$ cat src/rtl/lus_pkg.sv
package lus_pkg;
  localparam int REG_W  = 5;
  localparam int CTRL_W = 9;

  typedef struct packed {
    logic       regDst;
    logic [1:0] aluOp;
    logic       aluSrc;
    logic       memRead;
    logic       memWrite;
    logic       branch;
    logic       regWrite;
    logic       memToReg;
  } ctrl_t;

  typedef struct packed {
    logic pcWrite;
    logic ifIdWrite;
    logic bubble;
  } strobe_t;
endpackage

$ cat src/rtl/lus_control.sv
module lus_control
  import lus_pkg::*;
#(
  parameter int RW = REG_W
) (
  input  logic          exMemRead,
  input  logic [RW-1:0] exRt,
  input  logic [RW-1:0] decRs,
  input  logic [RW-1:0] decRt,
  output strobe_t       strb
);
  localparam logic [RW-1:0] ZERO_REG = '0;

  logic hitRs;
  logic hitRt;
  logic loadUse;

  always_comb begin
    hitRs   = (exRt == decRs);
    hitRt   = (exRt == decRt);
    loadUse = exMemRead && (exRt != ZERO_REG) && (hitRs || hitRt);
    strb.pcWrite   = !loadUse;
    strb.ifIdWrite = !loadUse;
    strb.bubble    = loadUse;
  end
endmodule

$ cat src/rtl/lus_datapath.sv
module lus_datapath
  import lus_pkg::*;
#(
  parameter int RW = REG_W
) (
  input  logic          clk,
  input  logic          rstN,
  input  strobe_t       strb,
  input  logic [RW-1:0] fetchRs,
  input  logic [RW-1:0] fetchRt,
  input  logic [RW-1:0] fetchRd,
  input  ctrl_t         fetchCtrl,
  output logic [RW-1:0] decRs,
  output logic [RW-1:0] decRt,
  output ctrl_t         exCtrl,
  output logic [RW-1:0] exRs,
  output logic [RW-1:0] exRt,
  output ctrl_t         memCtrl,
  output logic [RW-1:0] memDest,
  output ctrl_t         wbCtrl,
  output logic [RW-1:0] wbDest
);
  logic [RW-1:0] decRd;
  ctrl_t         decCtrl;
  logic [RW-1:0] exRd;
  logic [RW-1:0] exDest;

  // fetch/decode
  always_ff @(posedge clk) begin
    if (!rstN) begin
      decRs <= '0; decRt <= '0; decRd <= '0; decCtrl <= '0;
    end else if (strb.ifIdWrite) begin
      decRs <= fetchRs; decRt <= fetchRt; decRd <= fetchRd; decCtrl <= fetchCtrl;
    end
  end

  // decode/execute, bubble clears the whole slot
  always_ff @(posedge clk) begin
    if (!rstN || strb.bubble) begin
      exCtrl <= '0; exRs <= '0; exRt <= '0; exRd <= '0;
    end else begin
      exCtrl <= decCtrl; exRs <= decRs; exRt <= decRt; exRd <= decRd;
    end
  end

  assign exDest = exCtrl.regDst ? exRd : exRt;

  // execute/memory and memory/writeback
  always_ff @(posedge clk) begin
    if (!rstN) begin
      memCtrl <= '0; memDest <= '0; wbCtrl <= '0; wbDest <= '0;
    end else begin
      memCtrl <= exCtrl;  memDest <= exDest;
      wbCtrl  <= memCtrl; wbDest  <= memDest;
    end
  end
endmodule

$ cat src/rtl/load_use_stall_unit.sv
module load_use_stall_unit
  import lus_pkg::*;
#(
  parameter int RW = REG_W,
  parameter int CW = CTRL_W
) (
  input  logic          clk,
  input  logic          rstN,
  input  logic [RW-1:0] fetchRs,
  input  logic [RW-1:0] fetchRt,
  input  logic [RW-1:0] fetchRd,
  input  logic [CW-1:0] fetchCtrl,
  output logic          pcWrite,
  output logic          ifIdWrite,
  output logic          stall,
  output logic [RW-1:0] decRs,
  output logic [RW-1:0] decRt,
  output logic [CW-1:0] exCtrl,
  output logic [RW-1:0] exRs,
  output logic [RW-1:0] exRt,
  output logic [RW-1:0] memDest,
  output logic          memRegWrite,
  output logic [RW-1:0] wbDest,
  output logic          wbRegWrite,
  output logic          wbMemToReg
);
  strobe_t strb;
  ctrl_t   exCtrlS;
  ctrl_t   memCtrlS;
  ctrl_t   wbCtrlS;

  lus_control #(.RW(RW)) u_ctrl (
    .exMemRead(exCtrlS.memRead), .exRt(exRt),
    .decRs(decRs), .decRt(decRt), .strb(strb)
  );

  lus_datapath #(.RW(RW)) u_dp (
    .clk(clk), .rstN(rstN), .strb(strb),
    .fetchRs(fetchRs), .fetchRt(fetchRt), .fetchRd(fetchRd),
    .fetchCtrl(ctrl_t'(fetchCtrl)),
    .decRs(decRs), .decRt(decRt),
    .exCtrl(exCtrlS), .exRs(exRs), .exRt(exRt),
    .memCtrl(memCtrlS), .memDest(memDest),
    .wbCtrl(wbCtrlS), .wbDest(wbDest)
  );

  assign pcWrite     = strb.pcWrite;
  assign ifIdWrite   = strb.ifIdWrite;
  assign stall       = strb.bubble;
  assign exCtrl      = exCtrlS;
  assign memRegWrite = memCtrlS.regWrite;
  assign wbRegWrite  = wbCtrlS.regWrite;
  assign wbMemToReg  = wbCtrlS.memToReg;
endmodule

$ cat config.mk
export PLATFORM = sky130hd
export DESIGN_NAME = load_use_stall_unit
export DESIGN_NICKNAME = d
export VERILOG_FILES = /design/src/rtl/lus_pkg.sv /design/src/rtl/lus_control.sv /design/src/rtl/lus_datapath.sv /design/src/rtl/load_use_stall_unit.sv
export SDC_FILE = /design/constraint.sdc
export NUM_CORES = 1
export LEC_CHECK = 0
export BUFFER_PORTS_ARGS = -buffer_cell sky130_fd_sc_hd__buf_2
export CORE_ASPECT_RATIO = 1.4
export CORE_MARGIN = 2
export CORE_UTILIZATION = 51
export DETAILED_ROUTE_END_ITERATION = 12
export PLACE_DENSITY = 0.78
export SYNTH_ARGS = -nofsm -noshare
export SYNTH_HDL_FRONTEND = slang
export SYNTH_HIERARCHICAL = 1
export SYNTH_SLANG_ARGS = --single-unit
$ cat constraint.sdc
create_clock -name clk -period 2.31 [get_ports clk]
set_input_delay 0.462 -clock clk [delete_from_list [all_inputs] [get_ports clk]]
set_output_delay 0.462 -clock clk [all_outputs]
set_load 0.05 [all_outputs]
Yosys cells after proc, flatten, opt, wreduce, memory -nomap -nowiden --
Index checks and enable logic that the tools add are counted. Widths: inputs -> output; s select.
Operators by class: equal/unequal tests 2, reduce and logical (&&, ||, !) cells 7, muxes and demuxes 1
Operators by type and width (count):
- $eq 5x5->1 | 2
- $mux 5 | 1
- $reduce_bool 5->1 | 1
- $logic_and 1x1->1 | 2
- $logic_not 1->1 | 2
- $logic_or 1x1->1 | 2
Word-level totals: logic and storage cells 38, input bits 26, flip-flop bits (word level) 62, output and inout port bits 45

Longest topological paths before layout --
Gate-level depths: netlist of the first run.
depth after elaboration 4, depth in mapped cells 8, gate-level depth less buffers 6

Cells and area by module --
Netlist of the first run, hierarchy kept.
Modules (own cells, without submodules):
- lus_datapath | times used 1, area an instance 2366.0 sq um, cells an instance 193
- lus_control | times used 1, area an instance 155.1 sq um, cells an instance 20

Least setup slack after synthesis of the first run --
No wires, ideal clock.
kind reg2reg, start register u_dp.exRt[0], end register u_dp.decRs[0], stages on the path, launching flop included 7, slack -490 ps, clock period less this slack 2800 ps, setup time 117 ps, path buffers 2, data arrival time 2683 ps, data required time 2193 ps, path through dfxtp_1 or4_4 o211ai_1 buf_4 buf_6 mux2i_1 nor2b_1
On the way: cells in the longest elaborated chain, start to end 3, elaborated cells on any way between the ends 6, those cells by class eq/ne (2); reduce/logical (4)
RTL lines:
- from (decl) | RTL line lus_datapath.sv:17 | output logic [RW-1:0] exRt,
- from (signal assigned) | RTL line lus_datapath.sv:42 | exCtrl <= decCtrl; exRs <= decRs; exRt <= decRt; exRd <= decRd;
- $eq 5x5->1 (tied with other cells) | RTL line lus_control.sv:19 | hitRs = (exRt == decRs);
- $logic_or 1x1->1 / $logic_and 1x1->1 (equally long branches) | RTL line lus_control.sv:21 | loadUse = exMemRead && (exRt != ZERO_REG) && (hitRs || hitRt);
- $logic_and 1x1->1 * | RTL line lus_control.sv:21
- to (signal assigned) | RTL line lus_datapath.sv:33 | decRs <= fetchRs; decRt <= fetchRt; decRd <= fetchRd; decCtrl <= fetchCtrl;
- to (decl) | RTL line lus_datapath.sv:13 | output logic [RW-1:0] decRs,
Every way passes the cells marked *; elsewhere a longest branch is shown, timed or not. A chain may end at the register's enable or synchronous reset.

Worst setup path in the final report of the first run --
start register u_dp.exRt[0], end output ifIdWrite
On the way: cells in the longest elaborated chain, start to end 4, elaborated cells on any way between the ends 7, those cells by class eq/ne (2); reduce/logical (5)
RTL lines:
- $eq 5x5->1 (tied with other cells) | RTL line lus_control.sv:19
- $logic_or 1x1->1 / $logic_and 1x1->1 (equally long branches) | RTL line lus_control.sv:21
- $logic_and 1x1->1 * | RTL line lus_control.sv:21
- $logic_not 1->1 * | RTL line lus_control.sv:23 | strb.ifIdWrite = !loadUse;
- to (decl) | RTL line load_use_stall_unit.sv:14 | output logic ifIdWrite,
Marks and branches as above.

==> impl_metrics.yaml, run 1 <==
drt:
  drt_first_pass_iters: 8
  drc: 5
  wirelength_mm: 4.16
  drt_iter0_drc: 20
  wl_per_cell_um: 13.6
  vias: 1488
  antenna_left: 0
  via_per_inst: 4.88
critical_path:
  cp_data_required_time_ps: 1850
  crit_path_end_kind: "output port"
  path_class: "reg -> out"
  crit_slowest_cell: "or4_4"
  r2r_start: "u_dp/exRt[0]"
  crit_chain: "or4_4, o211ai_1, buf_4, clkbuf_4"
  worstSetupStartpoint: "u_dp/exRt[0]"
  critPathMaxFanout: 5
  crit_arrival_ps: 1800
  start_kind: "register"
  critPathMaxStageDelay_ps: 540
layout:
  area_growth_pct: 25.2
  antenna_cells: 0
  fillers: 350
  final_area_um2: 2700
  drive_gt1_share_pct: 35.8
  nNetsFinal: 283
  finalNonFillerCells: 305
clock_network:
  clock_latency_ps: 330
  cts_buffers: 9
  cts_tree: "done"
  cts_max_level: 3
  clk_pin_slew_ps: 60
  cts-root-buf: "clkbuf_8"
  cts.sinks: 62
  hold_buffers: 0
  clock_path_buffers: 2
floorplan:
  initial_core_util_pct: 52.1
  ioPinCount: 71
  core_area_um2: 4130
  die_height_um: 80.9
  fp.dieW_um: 58.9
  num_rows: 28
  die_area_um2: 4770
grt:
  grt_use_total_pct: 19.1
  grt_max_degree: 26
  grt_antenna_before_repair: 0
  grt_pass1_vias: 1432
  gr-total-overflow: 0
  grt_first_pass_wirelength_mm: 6.51
placed_design:
  place_area_um2: 2510
  gp_congestion: 0.777
  place_inst: 290
  io_buffers: 70
  dp_hpwl_mm: 2.87
min_path:
  min_from: "fetchRd[2]"
  hold_class: "in -> reg"
timing:
  fin_worst_skew_ps: 6.14
  setup_violations: 0
  fmax_ghz: 0.442
  slew_violations: 0
  slew_headroom_pct: 78.0
  finalSetupTns_ps: 0
  fin_crit_sh_pct: 97.8
  worstMarginPinSlew_ps: 329
  finalHoldViolations: 0
  min_period_ps: 2260
run_status:
  violations: "design-rule violations"
  status: "finished, violations left"
power_and_ir_drop:
  ir_drop_mv: 0.534
  cellLeakagePower_nw: 1.41
  power.total_w: 0.00225
  p_per_area_nw_per_um2: 836
logic_synthesis:
  syn_area_um2: 2150
  yosys_warnings: 6
  synthCells: 185
  synth.avg_cell_area_um2: 11.6
  syn_nets: 211
flow_run:
  maxCapViolCount: 0
[layout by cell type (no fill, tap or decap)]
cell,instances
o211a_1,1
dfxtp_2,2
clkinv_2,1
buf_2,68
nor2b_1,29
and2b_4,1
mux2i_1,29
dfxtp_4,2
buf_4,4
nand3_1,2
xnor2_1,10
clkbuf_1,1
o22ai_1,1
and2_1,33
clkbuf_8,12
or4_4,1
clkbuf_4,2
dfxtp_1,58
nand2_1,2
o211ai_1,1
[flip-flops by register name, indices dropped and copies added, names as in the netlist]
signal,count
u_dp/decRd,5
u_dp/decRs,5
u_dp/memCtrl,2
u_dp/memDest,5
u_dp/decRt,5
u_dp/wbDest,5
u_dp/decCtrl,9
u_dp/exCtrl,9
u_dp/exRd,5
u_dp/wbCtrl,2
u_dp/exRt,5
u_dp/exRs,5
[area by class of cell]
class,count,area [µm²],area share (%)
Multi-Input combinational cell,110,828,30.7
Clock inverter,1,5.00,0.186
Sequential cell,62,1250,46.4
Timing Repair Buffer,74,385,14.3
Clock buffer,13,169,6.27
Tap cell,45,56.3,2.09
[final timing paths]
path                                  endpoint  slack [ps]  cells after the start
worst max-delay path                 ifIdWrite          50                      4
worst min-delay path             u_dp/decRd[2]         390                      3
worst max register to register   u_dp/decRt[3]         390                      6
worst min register to register  u_dp/wbCtrl[0]         450                      1
[layer usage]
metal	track usage [%]	routed length (µm)	vias up
li1	-	-	730
met1	20.8	1650	702
met2	30.9	2120	46
met3	7.01	286	10
met4	11.8	95	0
met5	0	0	-
[power breakdown]
part	internal (W)	total [W]	switching, W
combinational	0.0000958	0.000272	0.000176
sequential	0.00112	0.00115	0.0000335
clock	0.000464	0.000829	0.000366
total	0.00168	0.00225	0.000575
[per-stage QoR]
| stage | utilization [%] | hold WS (ps) | setup slack [ps] |
|---|---|---|---|
| CTS | 64.9 | 384 | -53.1 |
| floorplan | - | 412 | -336 |
| global route | 65.2 | 377 | -7.71 |
| global placement | 60.7 | 426 | 333 |
| detailed placement | 60.7 | 434 | 317 |
| finish | 65.2 | 391 | 49.9 |
[timing repair]
item	in CTS	in global routing
setup buffers	0	1
pin swaps	0	1
setup endpoints to repair	2	2
gates resized for setup	0	2
[critical path: cells and delay by family, from the launching register on]
kind                   cells  cell delay (ps)
DFF                        1              360
and+or+nand+nor            1              540
buffers and inverters      2              380
AOI/OAI and AO/OA          1              190
Power figures use the tool's default switching activity.
==> run 2: changes to the inputs <==
--- a/config.mk
+++ b/config.mk
@@ -8,9 +8,9 @@
 export BUFFER_PORTS_ARGS = -buffer_cell sky130_fd_sc_hd__buf_2
 export CORE_ASPECT_RATIO = 1.4
 export CORE_MARGIN = 2
-export CORE_UTILIZATION = 51
+export CORE_UTILIZATION = 55
 export DETAILED_ROUTE_END_ITERATION = 12
-export PLACE_DENSITY = 0.78
+export PLACE_DENSITY = 0.84
 export SYNTH_ARGS = -nofsm -noshare
 export SYNTH_HDL_FRONTEND = slang
 export SYNTH_HIERARCHICAL = 1
==> constraint.sdc (replaced) <==
create_clock -name clk -period 2.7 [get_ports clk]
set_input_delay 0.54 -clock clk [delete_from_list [all_inputs] [get_ports clk]]
set_output_delay 0.54 -clock clk [all_outputs]
set_load 0.05 [all_outputs]
==> impl_metrics.yaml, run 2 (synthesis results as in run 1) <==
clock_network:
  clock_latency_ps: 320
  cts_tree: "done"
  clock_path_buffers: 2
  cts_buffers: 9
  cts_setup_buffers: 0
  ctsResizeCount: 0
  hold_buffers: 0
  cts-root-buf: "clkbuf_8"
  clk_pin_slew_ps: 60
  cts.sinks: 62
  cts_max_level: 3
timing:
  fin_worst_skew_ps: 4.48
  worstMarginPinSlew_ps: 508
  rsz0062_at_grt: "false"
  fmax_ghz: 0.413
  min_period_ps: 2420
  fin_crit_sh_pct: 89.6
  finalHoldViolations: 0
  slew_headroom_pct: 66.1
  fin_ws_ps: 281
  slew_violations: 0
  setup_violations: 0
floorplan:
  core_area_um2: 3710
  num_rows: 26
  initial_core_util_pct: 58.1
  ioPinCount: 71
  die_area_um2: 4440
  fp.dieW_um: 56.9
  die_height_um: 78.0
placed_design:
  dp_hpwl_mm: 2.61
  gp_congestion: 0.821
  io_buffers: 70
  place_inst: 286
  dp_worst_setup_slack_ps: 631
drt:
  wl_per_cell_um: 12.7
  antenna_left: 0
  drt_iter0_drc: 36
  via_per_inst: 4.81
  drc: 0
  wirelength_mm: 3.83
  drt_first_pass_iters: 4
  vias: 1449
grt:
  grt_max_degree: 40
  grt_first_pass_wirelength_mm: 6.22
  gr-total-overflow: 0
  grt_pass1_vias: 1399
  grt_antenna_before_repair: 0
  grt_use_total_pct: 18.5
critical_path:
  path_class: "reg -> out"
  critPathMaxStageDelay_ps: 540
  cp_num_buf_inv: 1
  crit_slowest_cell: "or4_4"
  worstSetupStartpoint: "u_dp/exRt[0]"
  start_kind: "register"
  r2r_start: "u_dp/exRt[0]"
  cp_data_required_time_ps: 2160
  crit_path_end_kind: "output port"
  crit_arrival_ps: 1880
  crit_chain: "or4_4, o211ai_1, buf_2"
  cp_top_family: "simple AND/OR/NAND/NOR gates"
  critPathMaxFanout: 5
layout:
  area_growth_pct: 24.6
  largestRegisters: "u_dp/decCtrl (9), u_dp/exCtrl (9)"
  antenna_cells: 0
  drive_gt1_share_pct: 35.1
  nNetsFinal: 281
  fillers: 304
  final_common_cell: "buf_2"
  finalNonFillerCells: 301
  mostFrequentLayoutCells: "70 x buf_2, 58 x dfxtp_1, 33 x and2_1, 29 x mux2i_1, 29 x nor2b_1"
  fin_util_pct: 72.4
power_and_ir_drop:
  power.total_w: 0.00195
  ir_drop_mv: 0.536
  cellLeakagePower_nw: 1.40
  p_per_area_nw_per_um2: 727
run_status:
  status: "completed"
min_path:
  min_from: "u_dp/memCtrl[0]"
  hold_class: "reg -> reg"
flow_run:
  maxCapViolCount: 0
==> run 2: area by class of cell <==
cell class                 instances  area [µm²]  share of cell area, %
sequential                        62        1250                   46.6
multi-input combinational        110         828                   30.9
timing repair buffer              72         365                   13.6
clock buffer                      15         186                   6.95
tap                               42        52.6                   1.96
==> run 2: per-stage QoR <==
stage	hold slack [ps]	area (µm²)	setup TNS, ps
2_1_floorplan	412	2160	-17.3
3_3_place_gp	415	2500	0
3_5_place_dp	419	2500	0
4_1_cts	436	2680	0
5_1_grt	467	2680	0
6_report	434	2680	0
==> run 2: where the power goes <==
group,internal [W],switching (W),total [W]
Combinational,0.0000803,0.000149,0.000230
Clock,0.000430,0.000308,0.000737
Sequential,0.000957,0.0000279,0.000985
Total,0.00147,0.000485,0.00195
==> run 2: path summary, 6_finish.rpt <==
check	endpoint	slack, ps	depth (start not counted)
max	ifIdWrite	280	3
min	u_dp/wbCtrl[0]	430	1
max reg2reg	u_dp/decCtrl[6]	680	5
min reg2reg	u_dp/wbCtrl[0]	430	1
==> run 2: routing by layer <==
metal  part of all wire [%]  GRT usage (%)
met1                     40           19.3
met2                     51           31.6
met3                    6.4           7.25
met4                    2.1           9.77
met5                      0              0
==> run 2: worst reg2reg max path: cells and delay by family (launching register included) <==
kind,cells,cell delay [ps]
flops,1,360
buf+inv,1,350
simple gates,2,610
compound gates,1,320
mux,1,270
==> run 3: changes to the inputs <==
--- a/config.mk
+++ b/config.mk
@@ -5,12 +5,12 @@
 export SDC_FILE = /design/constraint.sdc
 export NUM_CORES = 1
 export LEC_CHECK = 0
-export BUFFER_PORTS_ARGS = -buffer_cell sky130_fd_sc_hd__buf_2
 export CORE_ASPECT_RATIO = 1.4
 export CORE_MARGIN = 2
-export CORE_UTILIZATION = 55
+export CORE_UTILIZATION = 64
 export DETAILED_ROUTE_END_ITERATION = 12
-export PLACE_DENSITY = 0.84
+export DONT_BUFFER_PORTS = 1
+export PLACE_DENSITY = 0.8
 export SYNTH_ARGS = -nofsm -noshare
 export SYNTH_HDL_FRONTEND = slang
 export SYNTH_HIERARCHICAL = 1
==> impl_metrics.yaml, run 3 (synthesis results as in run 1) <==
drt:
  via_per_inst: 5.22
  vias: 1263
  drt_first_pass_iters: 4
  wl_per_cell_um: 16.2
  drt_iter0_drc: 28
  antenna_left: 0
  wirelength_mm: 3.92
  drc: 0
clock_network:
  clock_latency_ps: 320
  cts.sinks: 62
  ctsResizeCount: 0
  clk_pin_slew_ps: 60
  cts_max_level: 3
  cts-root-buf: "clkbuf_8"
  cts_buffers: 9
  clock_path_buffers: 2
  cts_tree: "done"
  hold_buffers: 0
  cts_setup_buffers: 0
timing:
  rsz0062_at_grt: "false"
  finalHoldViolations: 0
  min_period_ps: 2500
  slew_headroom_pct: 47.3
  slew_violations: 0
  fin_worst_skew_ps: 3.72
  finalSetupTns_ps: 0
  worstMarginPinSlew_ps: 789
  fmax_ghz: 0.400
  setup_violations: 0
  fin_crit_sh_pct: 92.5
floorplan:
  die_area_um2: 3850
  fp.dieW_um: 53.0
  die_height_um: 72.6
  num_rows: 24
  initial_core_util_pct: 68.3
  core_area_um2: 3150
  ioPinCount: 71
grt:
  grt_antenna_before_repair: 0
  grt_max_degree: 40
  grt_pass1_vias: 1349
  gr-total-overflow: 0
  grt_use_total_pct: 22.5
  grt_first_pass_wirelength_mm: 6.11
critical_path:
  r2r_start: "u_dp/exRt[3]"
  setup.worst_path.end: "pcWrite"
  path_class: "reg -> out"
  cp_data_required_time_ps: 2160
  crit_path_end_kind: "output port"
  reg2reg_to: "u_dp/exCtrl[7]"
  reg2regPathDepth: 6
  critPathMaxFanout: 5
  crit_arrival_ps: 1960
  reg2reg_slack_ps: 530
  worstSetupStartpoint: "u_dp/exRt[0]"
  start_kind: "register"
layout:
  mostFrequentLayoutCells: "58 x dfxtp_1, 33 x and2_1, 29 x mux2i_1, 29 x nor2b_1, 14 x buf_4"
  fillers: 221
  final-seq-area_um2: 1250
  finalNonFillerCells: 242
  antenna_cells: 0
  area_growth_pct: 12.6
  largestRegisters: "u_dp/decCtrl (9), u_dp/exCtrl (9)"
  final_common_cell: "dfxtp_1"
  nNetsFinal: 224
  drive_gt1_share_pct: 16.3
  multi_input_area_um2: 828
power_and_ir_drop:
  p_per_area_nw_per_um2: 785
  cellLeakagePower_nw: 1.14
  ir_drop_mv: 0.648
placed_design:
  io_buffers: 0
  place_inst: 226
  dp_hpwl_mm: 2.69
  gp_congestion: 0.765
run_status:
  status: "completed"
flow_run:
  maxCapViolCount: 0
min_path:
  hold_class: "in -> reg"
  whs_path_depth: 1
-- run 3: cell count changes in the layout (fill, tap and decap cells not counted), sizes merged --
cell / previous run / this run
buf: 72 / 15
clkbuf: 15 / 16
-- run 3: final cells by class --
type | instances | share of cell area (%)
Sequential cell | 62 | 51.6
Multi-Input combinational cell | 110 | 34.2
Clock buffer | 16 | 7.43
Timing Repair Buffer | 15 | 4.80
Tap cell | 39 | 2.01
-- run 3: routing by layer --
metal / global-route usage (%) / vias to the layer above / wire (µm)
li1: - / 614 / -
met1: 23.3 / 593 / 1530
met2: 36.9 / 50 / 1970
met3: 11.1 / 6 / 354
met4: 11.1 / 0 / 62
met5: 0 / - / 0
-- run 3: worst min-delay path by stage --
| stage | from | to | slack, ps |
|---|---|---|---|
| final | rstN | u_dp/wbDest[4] | 340 |
| after global routing | rstN | u_dp/wbDest[1] | 320 |
| after CTS | rstN | u_dp/wbDest[4] | 320 |
| after detailed placement | u_dp/memCtrl[0] | u_dp/wbCtrl[0] | 440 |
| after global placement | u_dp/memCtrl[0] | u_dp/wbCtrl[0] | 420 |
| after floorplan | u_dp/memCtrl[0] | u_dp/wbCtrl[0] | 410 |
-- run 3: through the flow --
stage / utilization [%] / cell area [µm²] / power (W) / setup slack (ps) / hold slack (ps)
6_report: 76.9 / 2420 / 0.00190 / 202 / 339
5_1_grt: 76.9 / 2420 / 0.00198 / 103 / 321
4_1_cts: 76.9 / 2420 / 0.00192 / 170 / 322
3_5_place_dp: 71.2 / 2240 / 0.00121 / 532 / 441
3_3_place_gp: 71.2 / 2240 / 0.00120 / 572 / 416
2_1_floorplan: - / 2160 / 0.00118 / -17.3 / 412
-- run 3: critical path, cell delays in order, from the launching register on --
cell	delay, ps
dfxtp_4	420
or4_4	560
o211ai_1	380
buf_4	280
-- run 3: report_power, final --
part / switching [W] / internal [W] / leakage, nW / total [W]
clock network: 0.000306 / 0.000410 / 0.0910 / 0.000716
registers: 0.0000853 / 0.000957 / 0.513 / 0.00104
logic: 0.0000804 / 0.0000633 / 0.534 / 0.000144
